--- src/rtl/can_sleep_pkg.sv ---
package can_sleep_pkg;
   typedef enum logic {
      ST_AWAKE  = 1'b0,
      ST_ASLEEP = 1'b1
   } csc_state_e;

   function automatic int csc_cnt_width(input int hold_bits);
      return (hold_bits < 1) ? 1 : $clog2(hold_bits + 1);
   endfunction
endpackage

--- src/rtl/csc_entry_gate.sv ---
// Tracks whether a sleep request may be honoured: cleared in reset mode,
// re-armed only by a bus-free indication seen outside reset mode.
module csc_entry_gate (
   input  logic clk,
   input  logic rst_n,
   input  logic reset_mode,
   input  logic bus_free,
   output logic permit
);
   logic permit_q;

   always_ff @(posedge clk or negedge rst_n) begin
      if (!rst_n)          permit_q <= 1'b0;
      else if (reset_mode) permit_q <= 1'b0;
      else if (bus_free)   permit_q <= 1'b1;
   end

   assign permit = permit_q;
endmodule

--- src/rtl/csc_mode_fsm.sv ---
// Two-state sleep machine with wake-up interrupt pulse generation.
module csc_mode_fsm
   import can_sleep_pkg::*;
(
   input  logic clk,
   input  logic rst_n,
   input  logic set_wr,
   input  logic set_val,
   input  logic reset_mode,
   input  logic permit,
   input  logic irq_pending,
   input  logic bus_active,
   input  logic int_n,
   output logic asleep,
   output logic wake_irq,
   output logic bus_wake
);
   csc_state_e state_q, state_d;
   logic       irq_q;
   logic       quiet, try_sleep, go_sleep, refuse, wake_any;

   assign quiet     = !irq_pending && !bus_active && int_n;
   assign try_sleep = set_wr && set_val && !reset_mode && permit &&
                      (state_q == ST_AWAKE);
   assign go_sleep  = try_sleep && quiet;
   assign refuse    = try_sleep && !quiet;
   assign wake_any  = (state_q == ST_ASLEEP) && !reset_mode &&
                      ((set_wr && !set_val) || bus_active || !int_n);
   assign bus_wake  = wake_any && bus_active;

   always_comb begin
      state_d = state_q;
      if (reset_mode)    state_d = ST_AWAKE;
      else if (go_sleep) state_d = ST_ASLEEP;
      else if (wake_any) state_d = ST_AWAKE;
   end

   always_ff @(posedge clk or negedge rst_n) begin
      if (!rst_n) begin
         state_q <= ST_AWAKE;
         irq_q   <= 1'b0;
      end else begin
         state_q <= state_d;
         irq_q   <= refuse || wake_any;
      end
   end

   assign asleep   = (state_q == ST_ASLEEP);
   assign wake_irq = irq_q;
endmodule

--- src/rtl/csc_hold_timer.sv ---
// Counts bit ticks after sleep entry; reports when the clock output may stop.
module csc_hold_timer
   import can_sleep_pkg::*;
#(
   parameter int HOLD_BITS = 15
) (
   input  logic clk,
   input  logic rst_n,
   input  logic asleep,
   input  logic bit_tick,
   output logic hold_done
);
   localparam int CNT_W = csc_cnt_width(HOLD_BITS);

   generate
      if (HOLD_BITS == 0) begin : g_no_hold
         logic unused_in;
         assign unused_in = clk ^ rst_n ^ asleep ^ bit_tick;
         assign hold_done = 1'b1;
      end else begin : g_counted
         localparam logic [CNT_W-1:0] LIMIT = CNT_W'(HOLD_BITS);
         logic [CNT_W-1:0] cnt_q;

         always_ff @(posedge clk or negedge rst_n) begin
            if (!rst_n)                       cnt_q <= '0;
            else if (!asleep)                 cnt_q <= '0;
            else if (bit_tick && cnt_q != LIMIT) cnt_q <= cnt_q + 1'b1;
         end

         assign hold_done = (cnt_q == LIMIT);
      end
   endgenerate
endmodule

--- src/rtl/csc_rx_gate.sv ---
// Blocks reception after a bus-activity wake until bus-free is observed.
module csc_rx_gate (
   input  logic clk,
   input  logic rst_n,
   input  logic reset_mode,
   input  logic bus_wake,
   input  logic bus_free,
   input  logic asleep,
   output logic rx_en
);
   logic block_q;

   always_ff @(posedge clk or negedge rst_n) begin
      if (!rst_n)          block_q <= 1'b0;
      else if (reset_mode) block_q <= 1'b0;
      else if (bus_wake)   block_q <= 1'b1;
      else if (bus_free)   block_q <= 1'b0;
   end

   assign rx_en = !asleep && !block_q;
endmodule

--- src/rtl/can_sleep_ctl.sv ---
module can_sleep_ctl #(
   parameter int HOLD_BITS = 15
) (
   input  logic clk,
   input  logic rst_n,
   input  logic set_wr,
   input  logic set_val,
   input  logic reset_mode,
   input  logic irq_pending,
   input  logic bus_active,
   input  logic int_n,
   input  logic bus_free,
   input  logic bit_tick,
   output logic asleep,
   output logic osc_en,
   output logic clkout_en,
   output logic wake_irq,
   output logic rx_en
);
   generate
      if (HOLD_BITS < 0 || HOLD_BITS > 65535) begin : g_bad_hold
         $error("can_sleep_ctl: HOLD_BITS must lie in 0..65535");
      end
   endgenerate

   logic sleep_ok;
   logic bus_wake;
   logic hold_done;
   logic clk_run;

   csc_entry_gate u_gate (
      .clk        (clk),
      .rst_n      (rst_n),
      .reset_mode (reset_mode),
      .bus_free   (bus_free),
      .permit     (sleep_ok)
   );

   csc_mode_fsm u_fsm (
      .clk         (clk),
      .rst_n       (rst_n),
      .set_wr      (set_wr),
      .set_val     (set_val),
      .reset_mode  (reset_mode),
      .permit      (sleep_ok),
      .irq_pending (irq_pending),
      .bus_active  (bus_active),
      .int_n       (int_n),
      .asleep      (asleep),
      .wake_irq    (wake_irq),
      .bus_wake    (bus_wake)
   );

   csc_hold_timer #(.HOLD_BITS(HOLD_BITS)) u_hold (
      .clk       (clk),
      .rst_n     (rst_n),
      .asleep    (asleep),
      .bit_tick  (bit_tick),
      .hold_done (hold_done)
   );

   csc_rx_gate u_rx (
      .clk        (clk),
      .rst_n      (rst_n),
      .reset_mode (reset_mode),
      .bus_wake   (bus_wake),
      .bus_free   (bus_free),
      .asleep     (asleep),
      .rx_en      (rx_en)
   );

   assign clk_run   = !(asleep && hold_done);
   assign osc_en    = clk_run;
   assign clkout_en = clk_run;
endmodule

--- config.mk ---
export PLATFORM = sky130hd
export DESIGN_NAME = can_sleep_ctl
export DESIGN_NICKNAME = d
export VERILOG_FILES = /design/src/rtl/can_sleep_pkg.sv /design/src/rtl/csc_entry_gate.sv /design/src/rtl/csc_mode_fsm.sv /design/src/rtl/csc_hold_timer.sv /design/src/rtl/csc_rx_gate.sv /design/src/rtl/can_sleep_ctl.sv
export SDC_FILE = /design/constraint.sdc
export NUM_CORES = 1
export LEC_CHECK = 0
export BUFFER_PORTS_ARGS = -buffer_cell sky130_fd_sc_hd__buf_2
export CAP_MARGIN = 20
export CORE_AREA = 2 2 39 41
export CTS_CLUSTER_DIAMETER = 120
export DETAILED_ROUTE_END_ITERATION = 8
export DIE_AREA = 0 0 41 43
export PLACE_DENSITY_LB_ADDON = 0.3
export SLEW_MARGIN = 30
export SYNTH_ARGS = -nofsm -noshare
export SYNTH_HDL_FRONTEND = slang
export SYNTH_HIERARCHICAL = 1
export SYNTH_SLANG_ARGS = --single-unit
--- constraint.sdc ---
create_clock -name clk -period 2.7 [get_ports clk]
set_input_delay 0.27 -clock clk [delete_from_list [all_inputs] [get_ports clk]]
set_output_delay 0.27 -clock clk [all_outputs]
set_load 0.01 [all_outputs]
Yosys cells after proc, flatten, opt, wreduce, memory -nomap -nowiden
Cells that the tools add are included.
W data, S select, Z words.
{ "word_totals": {"output_inout_bits": 5, "input_bits": 10, "reg_bits": 8, "word_cells": 50} }
{ "classes": {"n_reduce_logical": 30, "n_addsub": 1, "eq_ne": 3, "n_mux": 10, "bitwise_logic": 1} }
{ "op_table": {"columns": ["operator", "count"], "rows": [
  ["$logic_and A1 B1 Y1", 15],
  ["$logic_not A1 Y1", 9],
  ["$mux W1", 8],
  ["$mux W4", 2],
  ["$reduce_bool A3 Y1", 2],
  ["$add A4 B1 Y4 const B", 1],
  ["$eq A4 B4 Y1 const B", 1],
  ["$ne A4 B4 Y1 const B", 1],
  ["$logic_or A1 B1 Y1", 3],
  ["$ne A2 B1 Y1 const B", 1],
  ["$reduce_bool A2 Y1", 1],
  ["$not A1 Y1", 1]
]} }

Logic depth before layout (Yosys ltp)
{ "logic_depth": {"ltp_word": 8, "depth_mapped": 4, "depth_no_buf": 4} }

Cells and area by module
The synthesis kept the hierarchy.
{ "by_module_without_submodules": {"columns": ["module", "cells_each", "area_per_inst_um2", "seq_area_each_um2", "instances"], "rows": [
  ["csc_hold_timer", 20, 221.5, 100.1, 1],
  ["csc_mode_fsm", 14, 132.6, 50.0, 1],
  ["csc_rx_gate", 5, 47.5, 25.0, 1],
  ["csc_entry_gate", 2, 35.0, 25.0, 1],
  ["can_sleep_ctl", 2, 11.3, 0.0, 1]
]} }

Least setup slack after synthesis
No wires, ideal clock.
{ "synth_timing": {"path_kind": "flip-flop to flip-flop", "start": "register u_fsm.state_q (netlist: u_fsm/asleep)", "end": "register u_fsm.state_q (netlist: u_fsm/asleep)", "path_stages_with_launch": 3, "period_less_slack_ns": 1.384, "path_buffers": 0, "setup_ns": 0.104, "setup_slack_ns": 1.316, "arrival_ns": 1.281, "path_cell_list": "dfrtp_1 -> or4b_4 -> o41ai_2"} }
{ "synth_between": {"elab_chain_cells": 5, "elab_cells_between_ends": 8, "cone_classes": "mux (2); bitwise (1); reduce/logical (5)"} }
{ "synth_lines": {"columns": ["element", "line", "source"], "rows": [
  ["from (decl)", "csc_mode_fsm.sv:18", "csc_state_e state_q, state_d;"],
  ["from (signal assigned)", "csc_mode_fsm.sv:43", "state_q <= state_d;"],
  ["$not A1 Y1", "csc_mode_fsm.sv:24", "(state_q == ST_AWAKE);"],
  ["$logic_and A1 B1 Y1", "csc_mode_fsm.sv:23", "assign try_sleep = set_wr && set_val && !reset_mode && permit &&"],
  ["$logic_and A1 B1 Y1", "csc_mode_fsm.sv:25", "assign go_sleep = try_sleep && quiet;"],
  ["$mux W1", "csc_mode_fsm.sv:34", "else if (go_sleep) state_d = ST_ASLEEP;"],
  ["$mux W1", "csc_mode_fsm.sv:33", "if (reset_mode) state_d = ST_AWAKE;"]
]} }
Several ways; a longest one is shown, not always the timed one.
A chain may end at the register's enable or synchronous reset.

Final worst setup path
{ "layout_timing": {"start": "register u_hold.g_counted.cnt_q[0]", "end": "output port clkout_en"} }
{ "layout_between": {"elab_chain_cells": 3} }
{ "layout_lines": {"columns": ["element", "line", "source"], "rows": [
  ["from (decl)", "csc_hold_timer.sv:22", "logic [CNT_W-1:0] cnt_q;"],
  ["from (signal assigned)", "csc_hold_timer.sv:27", "else if (bit_tick && cnt_q != LIMIT) cnt_q <= cnt_q + 1'b1;"],
  ["$eq A4 B4 Y1", "csc_hold_timer.sv:30", "assign hold_done = (cnt_q == LIMIT);"],
  ["named net hold_done", "can_sleep_ctl.sv:28", "logic hold_done;"],
  ["$logic_and A1 B1 Y1", "can_sleep_ctl.sv:72", "assign clk_run = !(asleep && hold_done);"],
  ["$logic_not A1 Y1", "can_sleep_ctl.sv:72", null],
  ["to (decl)", "can_sleep_ctl.sv:16", "output logic clkout_en,"]
]} }
The timed path passes the listed nets, and every way through them passes these cells.

==> results.toml <==
[synthesis]
netlist.area_leader.share = 0.447
ys_ff_latch = 8
synthFlopType = "dfrtp_1"
syn_inst = 43
synth_cell_type_count = 22
synth_top_area_cell = "dfrtp_1"
yosysSeqAreaShare = 0.447
async_reset_ff_frac = 1.00
postSynthAreaPerCell_sq_um = 10.4
synthTopCellsByArea = "dfrtp_1 (45%), nand2b_1 (5.6%), mux2i_1 (4.5%), nand2_1 (4.2%), o41ai_2 (3.6%)"
synth_edf_count = 0
yosys_warnings = 6
synth_fp_nets = 54
synth_area_sq_um = 448

[global_route]
grt_use_total = 0.116
grt_pass1_vias = 348
antenna_found_initial = 0
grt_first_pass_wirelength_mm = 1.37
grt_max_degree = 12
grt_overflow = 0

[finish]
drive_above_1_share = 0.400
final-seq-area_sq_um = 200
multiInputGateArea_sq_um = 225
fin_nets = 73
stdcell_count = 76
fillerInstances = 136
area_growth_pct = 25.7
antenna_cells = 0

[drt]
vias_per_cell = 4.86
first_pass_iters = 3
drcViolationCount = 0
wl_microns = 782
first_iter_violations = 2
wl_per_cell_microns = 10.3
dr_total_vias = 369
ant_nets = 0

[placement]
gp_congestion = 0.645
dpl.cell_count = 72
io_buffers = 14

[power]
power_leakage_nw = 0.275
peakVddDrop_mv = 0.193
powerDensity_nw_per_um2 = 409

[sta]
period_needed_ps = 1560
fin_crit_sh = 0.577
fmax_mhz = 642
tns_ps = 0
finalSetupViolCount = 0
tightest_slew_ps = 318
hold_viol = 0
skew_ps = 3.29
maxSlewHeadroom = 0.788
report.final.slew_viol_count = 0
rsz0062_at_grt = "false"

[clock_tree]
root_buffer = "clkbuf_4"
cts_max_level = 1
post_cts_resized = 0
cts_buffers = 3
clockBufferDepth = 2
clkTransAtPathRegs_ps = 50
clk_latency_ps = 240
clkSinkCount = 8
cts_tree = "yes"

[setup_path]
cp_data_required_time_ps = 2430
path_class = "flip-flop to output port"
startpoint_type = "flip-flop"
crit_arrival_ps = 1290
endpoint_kind = "output port"
r2r_cells = 2
critPathMaxFanout = 4

[die]
die_area_sq_um = 1760
die_w_microns = 41
core_area_sq_um = 1380
ioPinCount = 15
die_h_microns = 43
initial_utilization = 0.324
fp-row-count = 14

[hold_path]
min_path_type = "input pin to flip-flop"
min_path_cells = 2

[outcome]
outcome = "complete, no violations"

[run]
cap_violations = 0
## sequential cells by signal (all words and copies together), names as in the netlist
| name | count |
|---|---|
| u_fsm/asleep | 1 |
| u_fsm/wake_irq | 1 |
| u_gate/permit | 1 |
| u_hold/g_counted.cnt_q | 4 |
| u_rx/block_q | 1 |
## per-stage QoR
stage | hold slack (ps) | total power [mW] | setup WS (ps) | utilization | area (sq um)
after floorplan | -25.6 | 0.132 | 1320 | - | 448
after global placement | 117 | 0.144 | 1330 | 0.383 | 531
after detailed placement | 123 | 0.144 | 1250 | 0.383 | 531
after CTS | 223 | 0.237 | 1110 | 0.407 | 563
after global routing | 224 | 0.245 | 1060 | 0.407 | 563
final | 233 | 0.230 | 1140 | 0.407 | 563
## kinds of logic after synthesis
logic type,Yosys count,share of synthesized area
AOI/OAI and AO/OA,9,0.170
adders and majority gates,1,0.0279
buffers and inverters,5,0.0503
DFF,8,0.447
muxes,2,0.0447
and+or+nand+nor,18,0.260
## final cells by class
| type | instances | area share |
|---|---|---|
| well taps | 16 | 0.0356 |
| flip-flops and latches | 8 | 0.356 |
| clock buffers | 3 | 0.0400 |
| inverters | 4 | 0.0267 |
| multi-input cells | 30 | 0.400 |
| repair buffers | 15 | 0.142 |
## critical path: stages, from the launching register on
cell and delay, ps:
dfrtp_1 410, ha_1 230, and3_4 200, nand2_1 70, buf_2 130
## worst paths after layout
| kind | slack (ps) | end | from |
|---|---|---|---|
| max | 1140 | clkout_en | u_hold/g_counted.cnt_q[0]$_DFFE_PN0P_ |
| min | 230 | u_fsm/asleep$_DFFE_PN0P_ | irq_pending |
| max reg2reg | 1260 | u_fsm/asleep$_DFFE_PN0P_ | u_fsm/asleep$_DFFE_PN0P_ |
| min reg2reg | 500 | u_gate/permit$_DFFE_PN0P_ | u_gate/permit$_DFFE_PN0P_ |
| max in group asynchronous | 2140 | u_hold/g_counted.cnt_q[3]$_DFFE_PN0P_ | rst_n |
| min in group asynchronous | 390 | u_fsm/asleep$_DFFE_PN0P_ | rst_n |
## power by group
part           switching, mW  internal [mW]  leakage [nW]  total [mW]
clock network         0.0366         0.0506        0.0138      0.0872
registers           0.000799          0.121         0.110       0.122
logic                0.00997         0.0109         0.151      0.0208
## placed cells by master (no fill, tap or decap)
cell type	Yosys	routed
a211o_2	1	1
a21oi_1	2	2
a21oi_2	1	1
and3_4	1	1
and4b_2	1	1
buf_2	0	14
clkbuf_4	0	3
dfrtp_1	8	8
dlygate4sd3_1	0	1
ha_1	1	1
inv_1	4	4
mux2i_1	2	2
nand2_1	5	5
nand2b_1	4	4
nand4_1	1	1
nor2_1	3	3
nor2b_4	1	1
nor3_1	1	1
o211ai_1	1	1
o21ba_1	1	1
o22ai_1	1	1
o31ai_1	1	1
o41ai_2	1	1
or4b_4	1	1
## layer usage
| layer | vias to the layer above | GRT usage | wire length [microns] |
|---|---|---|---|
| li1 | 188 | - | - |
| met1 | 171 | 0.135 | 327 |
| met2 | 10 | 0.172 | 415 |
| met3 | 0 | 0.0209 | 40 |
| met4 | 0 | 0.100 | 0 |
| met5 | - | 0 | 0 |
## synthesized netlist by cell type (2+ instances only)
cell,n
a21oi_1,2
nand2_1,5
mux2i_1,2
nor2_1,3
nand2b_1,4
dfrtp_1,8
inv_1,4
## repair_timing
action                                 CTS  global route
endpoints found under the hold margin    8             0
hold buffers                             1             0
setup buffers                            0             0
Note: power is estimated with default switching activity, not from simulation.
